[src/rtl/idxb_pkg.sv]
package idxb_pkg;

  typedef enum logic {
    ST_IDLE = 1'b0,
    ST_WAIT = 1'b1
  } seq_st_t;

  // Bit positions inside the command/status byte
  localparam int CMD_BUSY_BIT = 0;
  localparam int CMD_DIR_BIT  = 1;
  localparam int CMD_REJ_BIT  = 2;

endpackage

[src/rtl/idxb_seq.sv]
module idxb_seq
  import idxb_pkg::*;
(
  input  logic clk,
  input  logic rst_n,
  input  logic launch,
  input  logic dir_rd,
  input  logic rb_ack,
  output logic busy,
  output logic cap_rd
);

  seq_st_t st_q, st_d;

  always_comb begin
    st_d = st_q;
    case (st_q)
      ST_IDLE: if (launch) st_d = ST_WAIT;
      ST_WAIT: if (rb_ack) st_d = ST_IDLE;
      default: st_d = ST_IDLE;
    endcase
  end

  always_ff @(posedge clk or negedge rst_n) begin
    if (!rst_n) st_q <= ST_IDLE;
    else        st_q <= st_d;
  end

  assign busy   = (st_q == ST_WAIT);
  assign cap_rd = busy && rb_ack && dir_rd;

  AST_NO_SPURIOUS_START: assert property (@(posedge clk) disable iff (!rst_n)
    (!busy && !launch) |=> !busy);

  AST_BUSY_UNTIL_ACK: assert property (@(posedge clk) disable iff (!rst_n)
    (busy && !rb_ack) |=> busy);

endmodule

[src/rtl/idxb_regs.sv]
module idxb_regs
  import idxb_pkg::*;
#(
  parameter int AW  = 16,
  parameter int DW  = 32,
  parameter int HAW = 4
) (
  input  logic          clk,
  input  logic          rst_n,
  input  logic          hb_wr,
  input  logic [HAW-1:0] hb_addr,
  input  logic [7:0]    hb_wdata,
  input  logic          busy,
  input  logic          cap_rd,
  input  logic [DW-1:0] rb_rdata,
  output logic [DW-1:0] wd_flat,
  output logic [AW-1:0] wa_flat,
  output logic [AW-1:0] ra_flat,
  output logic [DW-1:0] rd_flat,
  output logic          dir_q,
  output logic          rej_q,
  output logic          launch
);

  localparam int NB       = DW / 8;
  localparam int NAB      = AW / 8;
  localparam int WA_BASE  = NB;
  localparam int RA_BASE  = NB + NAB;
  localparam int CMD_ADDR = NB + 2 * NAB;
  localparam int RD_BASE  = CMD_ADDR + 1;

  logic wr_idle;
  logic cmd_wr;
  logic reject;
  logic dir_d;
  logic rej_d;

  assign wr_idle = hb_wr && !busy;
  assign cmd_wr  = wr_idle && (hb_addr == HAW'(CMD_ADDR));
  assign reject  = hb_wr && busy && (hb_addr < HAW'(RD_BASE));
  assign launch  = cmd_wr && (hb_wdata[CMD_DIR_BIT] || hb_wdata[CMD_BUSY_BIT]);

  // Write-data staging bytes
  for (genvar i = 0; i < NB; i++) begin : g_wd
    logic       en;
    logic [7:0] q;
    assign en = wr_idle && (hb_addr == HAW'(i));
    always_ff @(posedge clk or negedge rst_n) begin
      if (!rst_n)  q <= '0;
      else if (en) q <= hb_wdata;
    end
    assign wd_flat[8*i +: 8] = q;
  end

  // Write and read target bytes
  for (genvar j = 0; j < NAB; j++) begin : g_ab
    logic       en_w, en_r;
    logic [7:0] qw, qr;
    assign en_w = wr_idle && (hb_addr == HAW'(WA_BASE + j));
    assign en_r = wr_idle && (hb_addr == HAW'(RA_BASE + j));
    always_ff @(posedge clk or negedge rst_n) begin
      if (!rst_n)    qw <= '0;
      else if (en_w) qw <= hb_wdata;
    end
    always_ff @(posedge clk or negedge rst_n) begin
      if (!rst_n)    qr <= '0;
      else if (en_r) qr <= hb_wdata;
    end
    assign wa_flat[8*j +: 8] = qw;
    assign ra_flat[8*j +: 8] = qr;
  end

  // Read-back word
  logic [DW-1:0] rd_q;
  always_ff @(posedge clk or negedge rst_n) begin
    if (!rst_n)      rd_q <= '0;
    else if (cap_rd) rd_q <= rb_rdata;
  end
  assign rd_flat = rd_q;

  // Direction and reject flag
  always_comb begin
    dir_d = dir_q;
    if (cmd_wr) dir_d = hb_wdata[CMD_DIR_BIT];
  end

  always_comb begin
    rej_d = rej_q;
    if (reject)                            rej_d = 1'b1;
    else if (cmd_wr && hb_wdata[CMD_REJ_BIT]) rej_d = 1'b0;
  end

  always_ff @(posedge clk or negedge rst_n) begin
    if (!rst_n) begin
      dir_q <= 1'b0;
      rej_q <= 1'b0;
    end else begin
      dir_q <= dir_d;
      rej_q <= rej_d;
    end
  end

  AST_STAGE_FROZEN: assert property (@(posedge clk) disable iff (!rst_n)
    busy |=> ($stable(wd_flat) && $stable(wa_flat) && $stable(ra_flat) && $stable(dir_q)));

  AST_RDATA_HOLD: assert property (@(posedge clk) disable iff (!rst_n)
    !cap_rd |=> $stable(rd_flat));

  AST_REJ_ONLY_BUSY: assert property (@(posedge clk) disable iff (!rst_n)
    ($rose(rej_q)) |-> $past(busy));

endmodule

[src/rtl/idxb_rmux.sv]
module idxb_rmux
  import idxb_pkg::*;
#(
  parameter int AW  = 16,
  parameter int DW  = 32,
  parameter int HAW = 4
) (
  input  logic [HAW-1:0] hb_addr,
  input  logic [DW-1:0]  wd_flat,
  input  logic [AW-1:0]  wa_flat,
  input  logic [AW-1:0]  ra_flat,
  input  logic [DW-1:0]  rd_flat,
  input  logic           busy,
  input  logic           dir_q,
  input  logic           rej_q,
  output logic [7:0]     hb_rdata
);

  localparam int NB       = DW / 8;
  localparam int NAB      = AW / 8;
  localparam int WA_BASE  = NB;
  localparam int RA_BASE  = NB + NAB;
  localparam int CMD_ADDR = NB + 2 * NAB;
  localparam int RD_BASE  = CMD_ADDR + 1;

  logic [7:0] stat_b;

  always_comb begin
    stat_b = '0;
    stat_b[CMD_BUSY_BIT] = busy;
    stat_b[CMD_DIR_BIT]  = dir_q;
    stat_b[CMD_REJ_BIT]  = rej_q;
  end

  always_comb begin
    hb_rdata = '0;
    for (int i = 0; i < NB; i++) begin
      if (hb_addr == HAW'(i))           hb_rdata = wd_flat[8*i +: 8];
      if (hb_addr == HAW'(RD_BASE + i)) hb_rdata = rd_flat[8*i +: 8];
    end
    for (int j = 0; j < NAB; j++) begin
      if (hb_addr == HAW'(WA_BASE + j)) hb_rdata = wa_flat[8*j +: 8];
      if (hb_addr == HAW'(RA_BASE + j)) hb_rdata = ra_flat[8*j +: 8];
    end
    if (hb_addr == HAW'(CMD_ADDR)) hb_rdata = stat_b;
  end

endmodule

[src/rtl/idx_bridge.sv]
module idx_bridge
  import idxb_pkg::*;
#(
  parameter int AW  = 16,
  parameter int DW  = 32,
  parameter int HAW = 4
) (
  input  logic           clk,
  input  logic           rst_n,
  input  logic           hb_wr,
  input  logic [HAW-1:0] hb_addr,
  input  logic [7:0]     hb_wdata,
  output logic [7:0]     hb_rdata,
  output logic           rb_req,
  output logic           rb_we,
  output logic [AW-1:0]  rb_addr,
  output logic [DW-1:0]  rb_wdata,
  input  logic           rb_ack,
  input  logic [DW-1:0]  rb_rdata
);

  // Reset release synchronizer
  logic [1:0] rst_sync_q;
  logic       rst_ns;

  always_ff @(posedge clk or negedge rst_n) begin
    if (!rst_n) rst_sync_q <= 2'b00;
    else        rst_sync_q <= {rst_sync_q[0], 1'b1};
  end
  assign rst_ns = rst_sync_q[1];

  logic [DW-1:0] wd_flat;
  logic [DW-1:0] rd_flat;
  logic [AW-1:0] wa_flat;
  logic [AW-1:0] ra_flat;
  logic          dir_q;
  logic          rej_q;
  logic          launch;
  logic          busy;
  logic          cap_rd;

  idxb_regs #(.AW(AW), .DW(DW), .HAW(HAW)) u_regs (
    .clk      (clk),
    .rst_n    (rst_ns),
    .hb_wr    (hb_wr),
    .hb_addr  (hb_addr),
    .hb_wdata (hb_wdata),
    .busy     (busy),
    .cap_rd   (cap_rd),
    .rb_rdata (rb_rdata),
    .wd_flat  (wd_flat),
    .wa_flat  (wa_flat),
    .ra_flat  (ra_flat),
    .rd_flat  (rd_flat),
    .dir_q    (dir_q),
    .rej_q    (rej_q),
    .launch   (launch)
  );

  idxb_seq u_seq (
    .clk    (clk),
    .rst_n  (rst_ns),
    .launch (launch),
    .dir_rd (dir_q),
    .rb_ack (rb_ack),
    .busy   (busy),
    .cap_rd (cap_rd)
  );

  idxb_rmux #(.AW(AW), .DW(DW), .HAW(HAW)) u_rmux (
    .hb_addr  (hb_addr),
    .wd_flat  (wd_flat),
    .wa_flat  (wa_flat),
    .ra_flat  (ra_flat),
    .rd_flat  (rd_flat),
    .busy     (busy),
    .dir_q    (dir_q),
    .rej_q    (rej_q),
    .hb_rdata (hb_rdata)
  );

  assign rb_req   = busy;
  assign rb_we    = busy && !dir_q;
  assign rb_addr  = dir_q ? ra_flat : wa_flat;
  assign rb_wdata = wd_flat;

  AST_BUS_STABLE: assert property (@(posedge clk) disable iff (!rst_ns)
    (rb_req && !rb_ack) |=> ($stable(rb_addr) && $stable(rb_wdata) && $stable(rb_we) && rb_req));

  AST_ACK_ENDS_REQ: assert property (@(posedge clk) disable iff (!rst_ns)
    (rb_req && rb_ack) |=> !rb_req);

  AST_STRAY_ACK: assert property (@(posedge clk) disable iff (!rst_ns)
    (!rb_req && rb_ack) |=> $stable(rd_flat));

endmodule

[config.mk]
export PLATFORM = sky130hd
export DESIGN_NAME = idx_bridge
export DESIGN_NICKNAME = d
export VERILOG_FILES = /design/src/rtl/idxb_pkg.sv /design/src/rtl/idxb_seq.sv /design/src/rtl/idxb_regs.sv /design/src/rtl/idxb_rmux.sv /design/src/rtl/idx_bridge.sv
export SDC_FILE = /design/constraint.sdc
export NUM_CORES = 1
export LEC_CHECK = 0
export ABC_AREA = 1
export CORE_ASPECT_RATIO = 0.8
export CORE_UTILIZATION = 55
export CTS_CLUSTER_SIZE = 14
export DETAILED_ROUTE_END_ITERATION = 10
export GPL_ROUTABILITY_DRIVEN = 0
export PLACE_DENSITY = 0.85
export RECOVER_POWER = 50
export SLEW_MARGIN = 20
export SYNTH_ARGS = -nofsm -noshare
export SYNTH_HDL_FRONTEND = slang
export SYNTH_HIERARCHICAL = 1
export SYNTH_SLANG_ARGS = --single-unit
[constraint.sdc]
create_clock -name clk -period 5.4 [get_ports clk]
set_clock_uncertainty 0.15 [all_clocks]
set_input_delay 1.08 -clock clk [delete_from_list [all_inputs] [get_ports clk]]
set_output_delay 1.08 -clock clk [all_outputs]
set_load 0.05 [all_outputs]
==> results.json, run 1 <==
{
  "run_status": "complete, but fails checks",
  "violations": "capacitance limit, slew limit",
  "worst_ir_drop_vdd_mv": 0.3418,
  "routed_wirelength_um": 14490,
  "residual_drc_count": 0,
  "tightest_pin_transition_ns": 1.670,
  "syn_area_um2": 5052,
  "synthesis.area_per_instance_um2": 8.607,
  "worst_r2r_endpoint": "u_regs/rd_flat[11]",
  "antenna_left": 0,
  "floorplan.die.height_um": 87.73,
  "fmaxAchievable_mhz": 193.8,
  "routed-via-count": 4655,
  "worst_setup_hold_path_clk_slew_ns": 0.07,
  "worst_skew_pair.late_latency_ns": 0.35,
  "numClockSinks": 101,
  "ctsResizeCount": 0,
  "holdPathStages": 0,
  "post_cts_hold_buffer_count": 0,
  "ioPinCount": 106,
  "maxSlewHeadroom": -0.1135,
  "max_slew_violation_count": 33,
  "hold_path.startpoint": "rst_sync_q[0]",
  "mostFrequentLayoutCell": "sky130_fd_sc_hd__nand2_1",
  "crit_path_start_kind": "input port",
  "timing.reg2reg.setup_slack_ns": 2.27,
  "grt_start_max_net_pins": 62,
  "critical_path_peak_fanout": 8,
  "via_per_inst": 5.747,
  "totalPowerFinal_uw": 2560,
  "finalNetCount": 741,
  "comb_power_share": 0.328,
  "first_global_vias": 4451,
  "net_count_of_the_mapped_netlist": 635,
  "globalRoute.totalOverflow": 0,
  "layout_min_cycle_time_ns": 5.160,
  "power_leakage_uw": 0.003025,
  "postCtsSetupRepairBufs": 0,
  "cts_tree": "built",
  "final_design_area_no_fill_um2": 6406,
  "grt_first_pass_wirelength_um": 22790,
  "post-dp-hpwl_um": 10580,
  "worstRegToRegCells": 4,
  "fillers": 641,
  "crit_start": "hb_addr[2]",
  "yosysUniqueCellTypes": 31,
  "placed_cell_area_um2": 6138,
  "initial_antenna_violation_count": 0,
  "min-delay-path-class": "flip-flop to flip-flop",
  "power_frac_clock": 0.261,
  "clock_tree.htree_level_count": 3,
  "power.density_cell_area_nw_per_um2": 399.7,
  "fraction_of_final_layout_cells_sized_beyond_drive_strength_1": 0.1318,
  "ys.warnings.count": 6,
  "initial_drt_markers": 606,
  "power_switching_share": 0.3864,
  "setup_viol_count_final": 0,
  "mostFrequentLayoutCells": "200 x sky130_fd_sc_hd__nand2_1, 102 x sky130_fd_sc_hd__clkdlybuf4s50_1, 101 x sky130_fd_sc_hd__dfrtp_1",
  "post_synth_inst_count": 587,
  "critical_path_class": "input port to output port",
  "power.net_switching_uw": 989.3,
  "wl_per_cell_um": 17.89,
  "ctsRootBufferMaster": "sky130_fd_sc_hd__clkbuf_16",
  "rsz0062_at_grt": "no",
  "sequentialPowerShare": 0.411,
  "cts_bufs_inserted": 9,
  "start_util": 0.5802,
  "min_period_over_period": 0.9556,
  "grt_use_total": 0.3241,
  "drt-pass1-iter-count": 5,
  "hold_viol": 0,
  "tns_ns": 0,
  "power.internal_uw": 1571,
  "design.die.area_um2": 9576,
  "cp_data_required_time_ns": 4.17,
  "synth-seq-area-share": 0.5002,
  "max_cap_viol_count": 1,
  "port_buffers": 105,
  "num_rows": 30,
  "syn_to_final_growth_pct": 26.80,
  "critical_path_arrival_ns": 3.93,
  "area_inside_the_core_boundary_um2": 8708,
  "ys_ff_latch": 101,
  "end_kind": "output port",
  "reg2reg_from": "u_regs/dir_q",
  "whs_endpoint": "rst_sync_q[1]",
  "die_w_um": 109.2,
  "ctsLongestPathBuffers": 2,
  "diodes": 0
}
==> cell usage after synthesis <==
library cell               instances  share of area
sky130_fd_sc_hd__nor2_1           47          0.035
sky130_fd_sc_hd__nand4_1          13          0.016
sky130_fd_sc_hd__inv_6             1         0.0017
sky130_fd_sc_hd__or2_2             9          0.011
sky130_fd_sc_hd__o21ai_0           9         0.0089
sky130_fd_sc_hd__nand3b_2          1         0.0022
sky130_fd_sc_hd__o22ai_1           1         0.0012
sky130_fd_sc_hd__conb_1            1        0.00074
sky130_fd_sc_hd__mux2_2           30          0.067
sky130_fd_sc_hd__buf_2             4         0.0040
sky130_fd_sc_hd__o211ai_1          2         0.0030
sky130_fd_sc_hd__nand2_2           9          0.011
sky130_fd_sc_hd__clkbuf_1          1        0.00074
sky130_fd_sc_hd__nand3b_4          1         0.0040
sky130_fd_sc_hd__nor2_2            1         0.0012
sky130_fd_sc_hd__buf_6            10          0.022
sky130_fd_sc_hd__nor2_4            5          0.011
sky130_fd_sc_hd__and3_2            1         0.0015
sky130_fd_sc_hd__nand2_1         200           0.15
sky130_fd_sc_hd__a21oi_1           7         0.0069
sky130_fd_sc_hd__buf_12            1         0.0040
sky130_fd_sc_hd__o21ai_2          15          0.026
sky130_fd_sc_hd__inv_1            42          0.031
sky130_fd_sc_hd__mux2_1            2         0.0045
sky130_fd_sc_hd__nand3_4           1         0.0035
sky130_fd_sc_hd__or2_0             1         0.0012
sky130_fd_sc_hd__inv_2             1        0.00074
sky130_fd_sc_hd__nand3_1          28          0.028
sky130_fd_sc_hd__nand3_2           1         0.0020
sky130_fd_sc_hd__dfrtp_1         101           0.50
sky130_fd_sc_hd__o21ai_1          41          0.041
==> state kept, by name, summed over array words and instances, names as in the netlist <==
signal	flops
rst_sync_q	2
u_regs/g_ab.qw	16
u_seq/busy	1
u_regs/dir_q	1
u_regs/rd_flat	32
u_regs/g_wd.q	32
u_regs/g_ab.qr	16
u_regs/rej_q	1
==> worst max-delay path, cell delays in order <==
cell	delay, ns
sky130_fd_sc_hd__dlygate4sd3_1	0.78
sky130_fd_sc_hd__inv_1	0.15
sky130_fd_sc_hd__nor2_1	0.19
sky130_fd_sc_hd__inv_1	0.11
sky130_fd_sc_hd__nor2_1	0.35
sky130_fd_sc_hd__inv_1	0.13
sky130_fd_sc_hd__or2_2	0.29
sky130_fd_sc_hd__nand2_1	0.07
sky130_fd_sc_hd__nand3_1	0.07
sky130_fd_sc_hd__clkdlybuf4s50_1	0.70
==> logic make-up (layout without fill, tap and decap cells) <==
family / count (synthesis) / count (layout) / share of synthesized area
DFF: 101 / 101 / 0.5002
buffers and inverters: 60 / 171 / 0.06464
other: 1 / 1 / 0.0007422
and+or+nand+nor: 318 / 318 / 0.2764
AOI/OAI and AO/OA: 75 / 75 / 0.08668
muxes: 32 / 32 / 0.07132
==> metrics by stage <==
step | setup WS [ns] | cells | utilization | hold slack (ns)
after floorplan | 1.518 | 587 | - | 0.1812
after global placement | 0.4355 | 794 | 0.7049 | 0.1537
after detailed placement | 0.3518 | 794 | 0.7049 | 0.1568
after CTS | 0.3424 | 810 | 0.7402 | 0.1640
after global routing | 0.06593 | 810 | 0.7356 | 0.2211
final | 0.2398 | 810 | 0.7356 | 0.2061
==> area by class of cell <==
type / instances / area (um^2) / share of cell area
Sequential cell: 101 / 2527 / 0.3945
Multi-Input combinational cell: 426 / 2171 / 0.3389
Timing Repair Buffer: 111 / 1090 / 0.1701
Clock buffer: 11 / 242.7 / 0.03789
Inverter: 44 / 170.2 / 0.02656
Tap cell: 112 / 140.1 / 0.02187
Clock inverter: 5 / 65.06 / 0.01016
==> worst max path at each step <==
stage | end | slack, ns | cells after the start
after floorplan | hb_rdata[4] | 1.52 | 7
after detailed placement | hb_rdata[5] | 0.35 | 12
after global routing | hb_rdata[7] | 0.07 | 12
final | hb_rdata[2] | 0.24 | 10
after CTS | hb_rdata[5] | 0.34 | 12
after global placement | hb_rdata[5] | 0.44 | 12
==> metal layers <==
metal | vias to the layer above | part of all wire | global-route usage
met1 | 2183 | 0.40 | 0.4546
met4 | 0 | 0.027 | 0.1216
met3 | 46 | 0.12 | 0.07515
met5 | - | 0 | 0
li1 | 2102 | - | -
met2 | 324 | 0.45 | 0.4929
==> power groups by stage <==
stage,logic (uW),registers [uW],clock network [uW]
global route,891,1070,702
detailed placement,842,1060,0
finish,841,1050,668
floorplan,400,1170,0
global placement,823,1050,0
CTS,845,1050,673
Note: power is estimated with default switching activity, not from simulation.
==> inputs of run 2 (changes only) <==
--- a/config.mk
+++ b/config.mk
@@ -6,12 +6,14 @@
 export NUM_CORES = 1
 export LEC_CHECK = 0
 export ABC_AREA = 1
+export CELL_PAD_IN_SITES_DETAIL_PLACEMENT = 1
+export CELL_PAD_IN_SITES_GLOBAL_PLACEMENT = 1
 export CORE_ASPECT_RATIO = 0.8
-export CORE_UTILIZATION = 55
+export CORE_UTILIZATION = 41
 export CTS_CLUSTER_SIZE = 14
 export DETAILED_ROUTE_END_ITERATION = 10
 export GPL_ROUTABILITY_DRIVEN = 0
-export PLACE_DENSITY = 0.85
+export PLACE_DENSITY_LB_ADDON = 0.1
 export RECOVER_POWER = 50
 export SLEW_MARGIN = 20
 export SYNTH_ARGS = -nofsm -noshare
==> results.json, run 2 (synthesis results as in run 1) <==
{
  "worst_setup_hold_path_clk_slew_ns": 0.08,
  "critical_path_arrival_ns": 3.84,
  "floorplan.die.height_um": 101.3,
  "routed_wirelength_um": 16880,
  "clock_tree.htree_level_count": 3,
  "grt_first_pass_wirelength_um": 26940,
  "start_util": 0.4305,
  "post-place-cells": 832,
  "power_leakage_uw": 0.003055,
  "mostFrequentLayoutCells": "200 x sky130_fd_sc_hd__nand2_1, 101 x sky130_fd_sc_hd__dfrtp_1, 95 x sky130_fd_sc_hd__clkdlybuf4s50_1",
  "area_inside_the_core_boundary_um2": 11740,
  "wl_per_cell_um": 19.90,
  "drt-pass1-iter-count": 5,
  "post-dp-hpwl_um": 12590,
  "via_per_inst": 5.445,
  "initial_drt_markers": 347,
  "end_kind": "output port",
  "rsz0062_at_grt": "no",
  "globalRoute.totalOverflow": 0,
  "fin_cells": 848,
  "fmaxAchievable_mhz": 197.4,
  "critical_path_peak_fanout": 9,
  "fraction_of_final_layout_cells_sized_beyond_drive_strength_1": 0.1514,
  "min_period_over_period": 0.9383,
  "critPathSlowestCell": "sky130_fd_sc_hd__clkdlybuf4s50_1",
  "residual_drc_count": 0,
  "die_w_um": 126.1,
  "ctsRootBufferMaster": "sky130_fd_sc_hd__clkbuf_16",
  "grt_use_total": 0.2819,
  "port_buffers": 105,
  "post_cts_hold_buffer_count": 0,
  "run_status": "complete, but fails checks",
  "worst_path_largest_cell_delay_ns": 0.80,
  "crit_path_frequent_cell": "sky130_fd_sc_hd__nor2_1",
  "place_worst_setup_slack_ns": 0.3827,
  "num_rows": 35,
  "crit_path_start_kind": "input port",
  "routed-via-count": 4617,
  "postLayoutSetupSlackWorst_ns": 0.3332,
  "mostFrequentLayoutCell": "sky130_fd_sc_hd__nand2_1",
  "ctsResizeCount": 0,
  "power.density_cell_area_nw_per_um2": 397.8,
  "initial_antenna_violation_count": 0,
  "min-delay-path-class": "flip-flop to flip-flop",
  "ctsLongestPathBuffers": 2,
  "cts_bufs_inserted": 9,
  "maxSlewHeadroom": -0.1628,
  "critical_path.cell_chain": "dlygate4sd3_1, nor2_1, nand3_1, nor2_1, nor2_1, nand4_1, nand2_1, nand2_1, clkdlybuf4s50_1",
  "worst_skew_pair.late_latency_ns": 0.35,
  "finalNetCount": 743,
  "cts_tree": "built",
  "postCtsSetupRepairBufs": 0,
  "tns_ns": 0,
  "ioPinCount": 106,
  "max_slew_violation_count": 74,
  "cp_data_required_time_ns": 4.17,
  "syn_to_final_growth_pct": 27.91,
  "hold_viol": 0,
  "design.die.area_um2": 12770,
  "worst_ir_drop_vdd_mv": 0.2123,
  "numClockSinks": 101,
  "critical_path_class": "input port to output port",
  "antenna_left": 0,
  "first_global_vias": 4799,
  "layout_min_cycle_time_ns": 5.067,
  "tightest_pin_transition_ns": 1.744,
  "setup_viol_count_final": 0,
  "diodes": 0,
  "violations": "capacitance limit, slew limit",
  "max_cap_viol_count": 3,
  "grt_start_max_net_pins": 61
}
==> run 2: area by class of cell <==
cell class	count	area, um^2
Multi-Input combinational cell	426	2188
Fill cell	1421	5274
Clock inverter	7	78.83
Inverter	44	170.2
Sequential cell	101	2527
Timing Repair Buffer	113	1087
Tap cell	148	185.2
Clock buffer	9	225.2
==> run 2: through the flow <==
stage / util / hold WS, ns / power, uW / instance area [um^2]
2_1_floorplan: - / 0.1812 / 1573 / 5052
3_3_place_gp: 0.5267 / 0.1724 / 1885 / 6181
3_5_place_dp: 0.5267 / 0.1792 / 1913 / 6181
4_1_cts: 0.5526 / 0.1861 / 2587 / 6485
5_1_grt: 0.5506 / 0.2453 / 2679 / 6462
6_report: 0.5506 / 0.2255 / 2571 / 6462
==> run 2: final timing paths <==
| path | from | endpoint | slack (ns) | cells after the start |
|---|---|---|---|---|
| worst max-delay path | hb_addr[0] | hb_rdata[0] | 0.33 | 9 |
| worst min-delay path | rst_sync_q[0] | rst_sync_q[1] | 0.23 | 0 |
| worst max register to register | u_regs/dir_q | u_regs/rd_flat[1] | 2.17 | 4 |
| worst min register to register | rst_sync_q[0] | rst_sync_q[1] | 0.23 | 0 |
| max in group asynchronous | rst_sync_q[1] | u_regs/rd_flat[29] | 2.35 | 1 |
| min in group asynchronous | rst_sync_q[1] | u_regs/g_wd[1].q[5] | 0.53 | 0 |
==> run 2: metal layers <==
metal  track usage  up-vias  part of all wire
met2        0.4369      146              0.44
met4       0.06766        0             0.011
met3       0.04385       13             0.053
li1              -     2108                 -
met1        0.4153     2350              0.49
met5             0        -                 0
==> run 2: power by group <==
part           total [uW]  internal, uW  switching (uW)
registers            1050           896             155
logic                 851           295             556
clock network         669           366             303
total                2570          1560            1010
==> run 2: worst max-delay path, delay by kind of cell <==
kind | cells | cell delay [ns]
AND/OR/NAND/NOR | 7 | 1.28
buffers and inverters | 2 | 1.48
